## src/rtl/scm_pkg.sv

```systemverilog
package scm_pkg;
  localparam int SEL_W = 2;
  typedef logic [SEL_W-1:0] dec_sel_t;
  // all-ones code requests disable
  localparam dec_sel_t SEL_OFF = '1;
endpackage

```

## src/rtl/scm_window_timer.sv

```systemverilog
module scm_window_timer #(
  parameter int WIN_LOG2 = 9
) (
  input  logic clk,
  input  logic rst_n,
  input  logic start,
  input  logic abort,
  input  logic tick,
  output logic busy,
  output logic last_tick
);
  logic [WIN_LOG2-1:0] tick_cnt;

  // closing tick: the last count value, not overridden by a write
  assign last_tick = busy && tick && (tick_cnt == '1) && !start && !abort;

  always_ff @(posedge clk or negedge rst_n) begin
    if (!rst_n) begin
      busy     <= 1'b0;
      tick_cnt <= '0;
    end else if (start) begin
      busy     <= 1'b1;
      tick_cnt <= '0;
    end else if (abort) begin
      busy     <= 1'b0;
      tick_cnt <= '0;
    end else if (busy && tick) begin
      tick_cnt <= tick_cnt + 1'b1;
      if (tick_cnt == '1) busy <= 1'b0;
    end
  end

  a_r4_stop_after_last: assert property (@(posedge clk) disable iff (!rst_n)
    last_tick |=> !busy);

  a_r2_start_runs: assert property (@(posedge clk) disable iff (!rst_n)
    start |=> busy);

endmodule

```

## src/rtl/scm_event_counter.sv

```systemverilog
module scm_event_counter #(
  parameter int CNT_W   = 16,
  parameter int NUM_DEC = 3,
  parameter int SEL_W   = 2
) (
  input  logic             clk,
  input  logic             rst_n,
  input  logic             clear,
  input  logic             enable,
  input  logic [SEL_W-1:0] sel,
  input  logic [NUM_DEC-1:0] evt,
  output logic [CNT_W-1:0] count_next
);
  localparam int SEL_LIM = 1 << SEL_W;

  logic [CNT_W-1:0]   count;
  logic [SEL_LIM-1:0] evt_pad;
  logic               hit;

  assign evt_pad = SEL_LIM'(evt);
  assign hit     = enable && evt_pad[sel];

  // saturating increment
  assign count_next = (hit && count != '1) ? count + 1'b1 : count;

  always_ff @(posedge clk or negedge rst_n) begin
    if (!rst_n)      count <= '0;
    else if (clear)  count <= '0;
    else if (enable) count <= count_next;
  end

  a_r7_no_wrap: assert property (@(posedge clk) disable iff (!rst_n)
    (!clear && count == '1) |=> count == '1);

  a_r5_no_stray_count: assert property (@(posedge clk) disable iff (!rst_n)
    (!clear && !hit) |=> $stable(count));

endmodule

```

## src/rtl/sync_clock_meter.sv

```systemverilog
module sync_clock_meter #(
  parameter int CNT_W    = 16,
  parameter int NUM_DEC  = 3,
  parameter int WIN_LOG2 = 9
) (
  input  logic                      clk,
  input  logic                      rst_n,
  input  logic                      sel_wr,
  input  logic [scm_pkg::SEL_W-1:0] sel_data,
  input  logic [NUM_DEC-1:0]        sync_evt,
  input  logic                      ref_tick,
  output logic [CNT_W-1:0]          result
);
  import scm_pkg::*;

  logic       start, abort, busy, last_tick, cnt_en;
  dec_sel_t   sel_q;
  logic [CNT_W-1:0] count_next;

  assign start  = sel_wr && (sel_data != SEL_OFF);
  assign abort  = sel_wr && (sel_data == SEL_OFF);
  // the write cycle itself counts nothing
  assign cnt_en = busy && !sel_wr;

  always_ff @(posedge clk or negedge rst_n) begin
    if (!rst_n)     sel_q <= '0;
    else if (start) sel_q <= sel_data;
  end

  scm_window_timer #(.WIN_LOG2(WIN_LOG2)) u_timer (
    .clk       (clk),
    .rst_n     (rst_n),
    .start     (start),
    .abort     (abort),
    .tick      (ref_tick),
    .busy      (busy),
    .last_tick (last_tick)
  );

  scm_event_counter #(.CNT_W(CNT_W), .NUM_DEC(NUM_DEC), .SEL_W(SEL_W)) u_count (
    .clk        (clk),
    .rst_n      (rst_n),
    .clear      (start),
    .enable     (cnt_en),
    .sel        (sel_q),
    .evt        (sync_evt),
    .count_next (count_next)
  );

  always_ff @(posedge clk or negedge rst_n) begin
    if (!rst_n)              result <= '0;
    else if (sel_wr)         result <= '0;
    else if (last_tick)      result <= count_next;
  end

  a_r3_zero_while_busy: assert property (@(posedge clk) disable iff (!rst_n)
    busy |-> result == '0);

  a_r2_start_clears: assert property (@(posedge clk) disable iff (!rst_n)
    start |=> (busy && result == '0));

  a_r8_abort_idles: assert property (@(posedge clk) disable iff (!rst_n)
    abort |=> (!busy && result == '0));

  a_r4_hold_when_idle: assert property (@(posedge clk) disable iff (!rst_n)
    (!busy && !sel_wr) |=> $stable(result));

  a_r9_capture_final: assert property (@(posedge clk) disable iff (!rst_n)
    last_tick |=> result == $past(count_next));

endmodule

```

## config.mk

```make
export PLATFORM = sky130hd
export DESIGN_NAME = sync_clock_meter
export DESIGN_NICKNAME = d
export VERILOG_FILES = /design/src/rtl/scm_pkg.sv /design/src/rtl/scm_window_timer.sv /design/src/rtl/scm_event_counter.sv /design/src/rtl/sync_clock_meter.sv
export SDC_FILE = /design/constraint.sdc
export NUM_CORES = 1
export LEC_CHECK = 0
export CORE_MARGIN = 2
export CORE_UTILIZATION = 50
export CTS_CLUSTER_SIZE = 25
export DETAILED_ROUTE_END_ITERATION = 12
export DONT_BUFFER_PORTS = 1
export PLACE_DENSITY_LB_ADDON = 0.25
export SLEW_MARGIN = 20
export SYNTH_ARGS = -nofsm -noshare
export SYNTH_HDL_FRONTEND = slang
export SYNTH_HIERARCHICAL = 1
export SYNTH_SLANG_ARGS = --single-unit
```

## constraint.sdc

```tcl
create_clock -name clk -period 3.1 [get_ports clk]
set_clock_uncertainty 0.2 [all_clocks]
set_input_delay 0 -clock clk [delete_from_list [all_inputs] [get_ports clk]]
set_output_delay 0 -clock clk [all_outputs]
set_load 0.01 [all_outputs]
```

# [Word level (Yosys, flattened, before mapping)]
# Cells that the tools add are included.
[op_classes] div=0 n_lt_le_gt_ge=1 n_addsub=2 mul=0 mux=14 bitwise=0 n_shift=0 reduce_logical=17 n_eq_ne=4
[op_table] op="two-way mux 16 bit" count=5
[op_table] op="two-way mux 9 bit" count=3
[op_table] op="adder 16 x 1 -> 16 bit, second input constant" count=1
[op_table] op="!= test 16 bit, second input constant" count=1
[op_table] op="adder 9 x 1 -> 9 bit, second input constant" count=1
[op_table] op="== test 9 bit, second input constant" count=1
[op_table] op="logical AND 1 bit" count=9
[op_table] op="nonzero test 3 bit" count=2
[op_table] op="two-way mux 1 bit" count=5
[op_table] op="nonzero test 2 bit" count=2
[op_table] op="logical NOT 1 bit" count=3
[op_table] op="< comparator 2 x 3 -> 1 bit, second input constant" count=1
[op_table] op="binary-select mux 1 bit (select 2 bit)" count=1
[op_table] op="== test 2 bit, second input constant" count=1
[op_table] op="!= test 2 bit, second input constant" count=1
[op_table] op="AND reduction 2 bit" count=1
[word_totals] rom_bits=0 input_bits=9 latchBits=0 memories=0 out_inout_bits=16 ramBits=0 reg_bits=44 elab_cells=43

# [Depth between registers and ports, before layout]
[depth] ltp_word=7 depth_mapped=10 mapped_depth_nobuf=8

# [Cells and area by module]
# The synthesis kept the hierarchy.
[modules_own_cells] module="scm_event_counter" area_each_um2=1188.6 seq_area_each_um2=400.4 cells_per_inst=132 n_inst=1
[modules_own_cells] module="sync_clock_meter" area_each_um2=760.7 seq_area_each_um2=450.4 cells_per_inst=62 n_inst=1
[modules_own_cells] module="scm_window_timer" area_each_um2=506.7 seq_area_each_um2=250.2 cells_per_inst=54 n_inst=1

# [Least setup slack after synthesis]
# No wires, ideal clock.
[synth_path] path_kind="reg-to-reg" startpoint="reg u_count.count[0]" endpoint="reg result[1]" stages_incl_launch_ff=8 setup_ns=0.121 period_less_slack_ns=2.334 required_time_ns=2.779 n_path_buf=0 setup_slack_ns=0.766 t_arrival_ns=2.012 path_cell_list="dfrtp_1 -> ha_1 -> nand3_1 -> nor4_4 -> a21oi_2 -> mux2_2 -> mux2i_1 -> nor2_1"
[synth_between] elab_chain_len=5 word_cells_on_any_way=6 classes_between="add/sub: 1; eq/ne: 1; mux: 3; reduce/logical: 1"
[synth_lines] element="from (decl)" line="scm_event_counter.sv:16" source="logic [CNT_W-1:0] count;"
[synth_lines] element="from (signal assigned)" line="scm_event_counter.sv:29" source="else if (enable) count <= count_next;"
[synth_lines] element="branches (longest 2 deep; another with adder 16 x 1 -> 16 bit)"
[synth_lines] element="two-way mux 16 bit *" line="scm_event_counter.sv:24" source="assign count_next = (hit && count != '1) ? count + 1'b1 : count;"
[synth_lines] element="named net count_next[1]" line="sync_clock_meter.sv:18" source="logic [CNT_W-1:0] count_next;"
[synth_lines] element="two-way mux 16 bit *" line="sync_clock_meter.sv:53" source="else if (last_tick) result <= count_next;"
[synth_lines] element="two-way mux 16 bit *" line="sync_clock_meter.sv:52" source="else if (sel_wr) result <= '0;"
[synth_lines] element="to (signal assigned)" line="sync_clock_meter.sv:53"
[synth_lines] element="to (decl)" line="sync_clock_meter.sv:12" source="output logic [CNT_W-1:0] result"
# Mark *: on every way through the listed nets, which the timed path passes. The select of a mux whose other input is x is not followed.
# A chain may end at the register's enable or synchronous reset.

# [Worst setup path after layout]
[layout_path] startpoint="in sel_wr" endpoint="reg result[1]"
[layout_between] word_cells_on_any_way=14 classes_between="mux: 3; reduce/logical: 11"
[layout_lines] element="from (decl)" line="sync_clock_meter.sv:8" source="input logic sel_wr,"
[layout_lines] element="logical AND 1 bit" line="sync_clock_meter.sv:21" source="assign abort = sel_wr && (sel_data == SEL_OFF);"
[layout_lines] element="named net abort" line="sync_clock_meter.sv:16" source="logic start, abort, busy, last_tick, cnt_en;"
[layout_lines] element="logical NOT 1 bit" line="scm_window_timer.sv:15" source="assign last_tick = busy && tick && (tick_cnt == '1) && !start && !abort;"
[layout_lines] element="logical AND 1 bit" line="scm_window_timer.sv:15"
[layout_lines] element="named net last_tick" line="sync_clock_meter.sv:16"
[layout_lines] element="nonzero test 2 bit (no line)"
# The timed path passes the listed nets, and every way through them passes these cells. The select of a mux whose other input is x is not followed.

==> flow_summary.ini <==
[logic_synthesis]
synth.yosys.seq_area_share_pct = 44.8
netlist_top_cells_area = dfrtp_1 (45%), mux2i_1 (6.9%), mux2_2 (6.0%), nor2_1 (5.3%), xor2_1 (3.9%)
synth_common_cells = dfrtp_1 (44), nor2_1 (35), mux2i_1 (17)
syn_nets = 260
synth_most_common_cell = dfrtp_1
synth_top_area_cell = dfrtp_1
synthDistinctLibCells = 39
synth_top_area_share_pct = 44.8
yosysWarnings = 6
async_reset_ff_share_pct = 100
syn_area_per_cell_um2 = 9.90
synth_edf_count = 0
synth-seq-cells = 44
synth_cells = 248
syn-cell-area_mm2 = 0.00246
synth-main-ff-cell = dfrtp_1

[global_routing]
grt_pass1_wl_um = 8380
grt_max_degree = 31
overflow = 0
first_global_vias = 1804
antenna_found_initial = 0
grt_use_total_pct = 20.0

[sta]
final-hold-violation-count = 0
finalMaxSlewViolations = 0
worstMarginPinSlew_ns = 0.997
max_slew_margin_pct = 33.6
min_period_ns = 2.82
setup_tns_ns = 0
setup_viol = 0
post-route-period-util_pct = 90.8
fmax_ghz = 0.355
grt_setup_unrepaired = no

[cts]
cts_resized = 0
ctsHoldBuffers = 9
cts-buffers-inserted = 5
cts_tree = done
cts.htree.levels = 2
clk_latency_ns = 0.31
clock_path_buffers = 2
cts.sinks = 44
cts-root-buf = clkbuf_8
path_clk_slew_ns = 0.09
post-cts-setup-buffer-count = 0

[placement]
numPortBuffers = 0
post_dp_cell_area_mm2 = 0.00248
finalWeightedCongestion = 0.793
place_hpwl_um = 3090

[finish]
drive_gt1_share_pct = 13.7
nNetsFinal = 266
utilization_pct = 57.1
antenna_cells = 0
syn_to_final_growth_pct = 9.73
final_cell_area_mm2 = 0.00270

[floorplanning]
initial_utilization_pct = 52.0
core_mm2 = 0.00472
rows = 25
dieArea_mm2 = 0.00549
die_width_um = 74.1
die_h_um = 74.1
ios = 25

[setup_path]
worstPathCellList = dlygate4sd3_1, and3_1, dlygate4sd3_1, or2_2, nor2_2, buf_4, mux2i_1, nor2_1
cp_data_required_time_ns = 3.05
worst_ep_arrival_time_ns = 2.77
cp_slowest_stage_delay_ns = 0.81
crit_path_top_delay_cell = dlygate4sd3_1
critPathKind = input pin to register
cp-end-kind = register
cp_max_fo = 19
r2r_cells = 7
cp-start-kind = input pin
crit_path_frequent_cell = dlygate4sd3_1

[detailed_routing]
drtIter0Drc = 118
vias_per_cell = 5.66
vias = 1822
wl_um = 4840
drtPass1Iterations = 4
postRouteAntennaNets = 0
drcViolationCount = 0
wl_per_cell_um = 15.0

[status]
status = completed

[power_and_ir_drop]
irDropWorstVdd_mv = 0.264
p_per_area_mw_per_mm2 = 401
power.leakage_nw = 1.17

[worst_hold_path]
hold_depth = 3
hold_path.class = input pin to register

[run]
max-cap-violations = 0
==> sequential cells by signal, indices dropped and copies added (netlist names) <==
signal,flops
result,16
u_count/count,16
u_timer/tick_cnt,9
sel_q,2
u_timer/busy,1
==> routing by layer <==
layer	vias to the layer above	GRT usage, %	routed length, um
li1	888	-	-
met1	897	25.9	2200
met2	30	33.2	2410
met3	7	4.20	154
met4	0	7.27	75
met5	-	0	0
==> logic make-up (layout without fill, tap and decap cells) <==
kind of cell,Yosys count,in the layout,share of synthesized area (%)
adders and majority gates,3,3,1.53
buffers and inverters,18,25,4.02
and+or+nand+nor,106,106,23.1
muxes,30,30,12.9
xor gates and xnor gates,13,13,4.64
AOI/OAI and AO/OA,34,34,8.97
DFF,44,44,44.8
==> worst max-delay path: cells and delay by family <==
kind                   cells  cell delay, ns
multiplexers               1            0.22
buffers and inverters      3            1.69
AND/OR/NAND/NOR            4            0.85
==> area by class of cell <==
class / count / area (um^2)
Clock buffer: 6 / 82.6
Clock inverter: 2 / 10.0
Fill cell: 422 / 2030
Inverter: 6 / 22.5
Multi-Input combinational cell: 186 / 1260
Sequential cell: 44 / 1100
Tap cell: 67 / 83.8
Timing Repair Buffer: 11 / 133
==> per-stage QoR <==
step	power, W	cells	hold slack, ns	setup WS [ns]
global route	0.00114	322	0.0271	0.0984
finish	0.00108	322	0.0113	0.285
detailed placement	0.000683	305	-0.494	0.449
CTS	0.00109	322	0.00991	0.283
global placement	0.000680	305	-0.494	0.547
floorplan	0.000671	248	-0.496	0.766
==> worst paths after layout <==
kind | start | to | slack [ns]
worst min-delay path | sel_data[1] | u_timer/busy | 0.01
worst min register to register | u_timer/tick_cnt[8] | u_timer/tick_cnt[8] | 0.34
worst max-delay path | sel_wr | result[1] | 0.28
worst max register to register | u_count/count[0] | result[1] | 0.37
max in group asynchronous | rst_n | u_count/count[3] | 1.85
min in group asynchronous | rst_n | u_count/count[2] | 0.51
==> layout by cell type (no fill, tap or decap), drive strengths merged, types with 7 or more instances in the layout <==
| cell type | netlist | final |
|---|---|---|
| mux2i | 17 | 17 |
| nor4 | 7 | 7 |
| nand3 | 12 | 12 |
| dfrtp | 44 | 44 |
| nor2b | 13 | 13 |
| nand2 | 12 | 12 |
| nor2 | 35 | 35 |
| dlygate4sd3 | 0 | 7 |
| xor2 | 11 | 11 |
| mux2 | 13 | 13 |
| a21oi | 14 | 14 |
==> where the power goes <==
part	total (W)	switching (W)	internal [W]
combinational	0.000101	0.0000595	0.0000415
sequential	0.000601	0.0000157	0.000586
clock	0.000377	0.000199	0.000178
total	0.00108	0.000274	0.000805
Note: power is estimated with default switching activity, not from simulation.
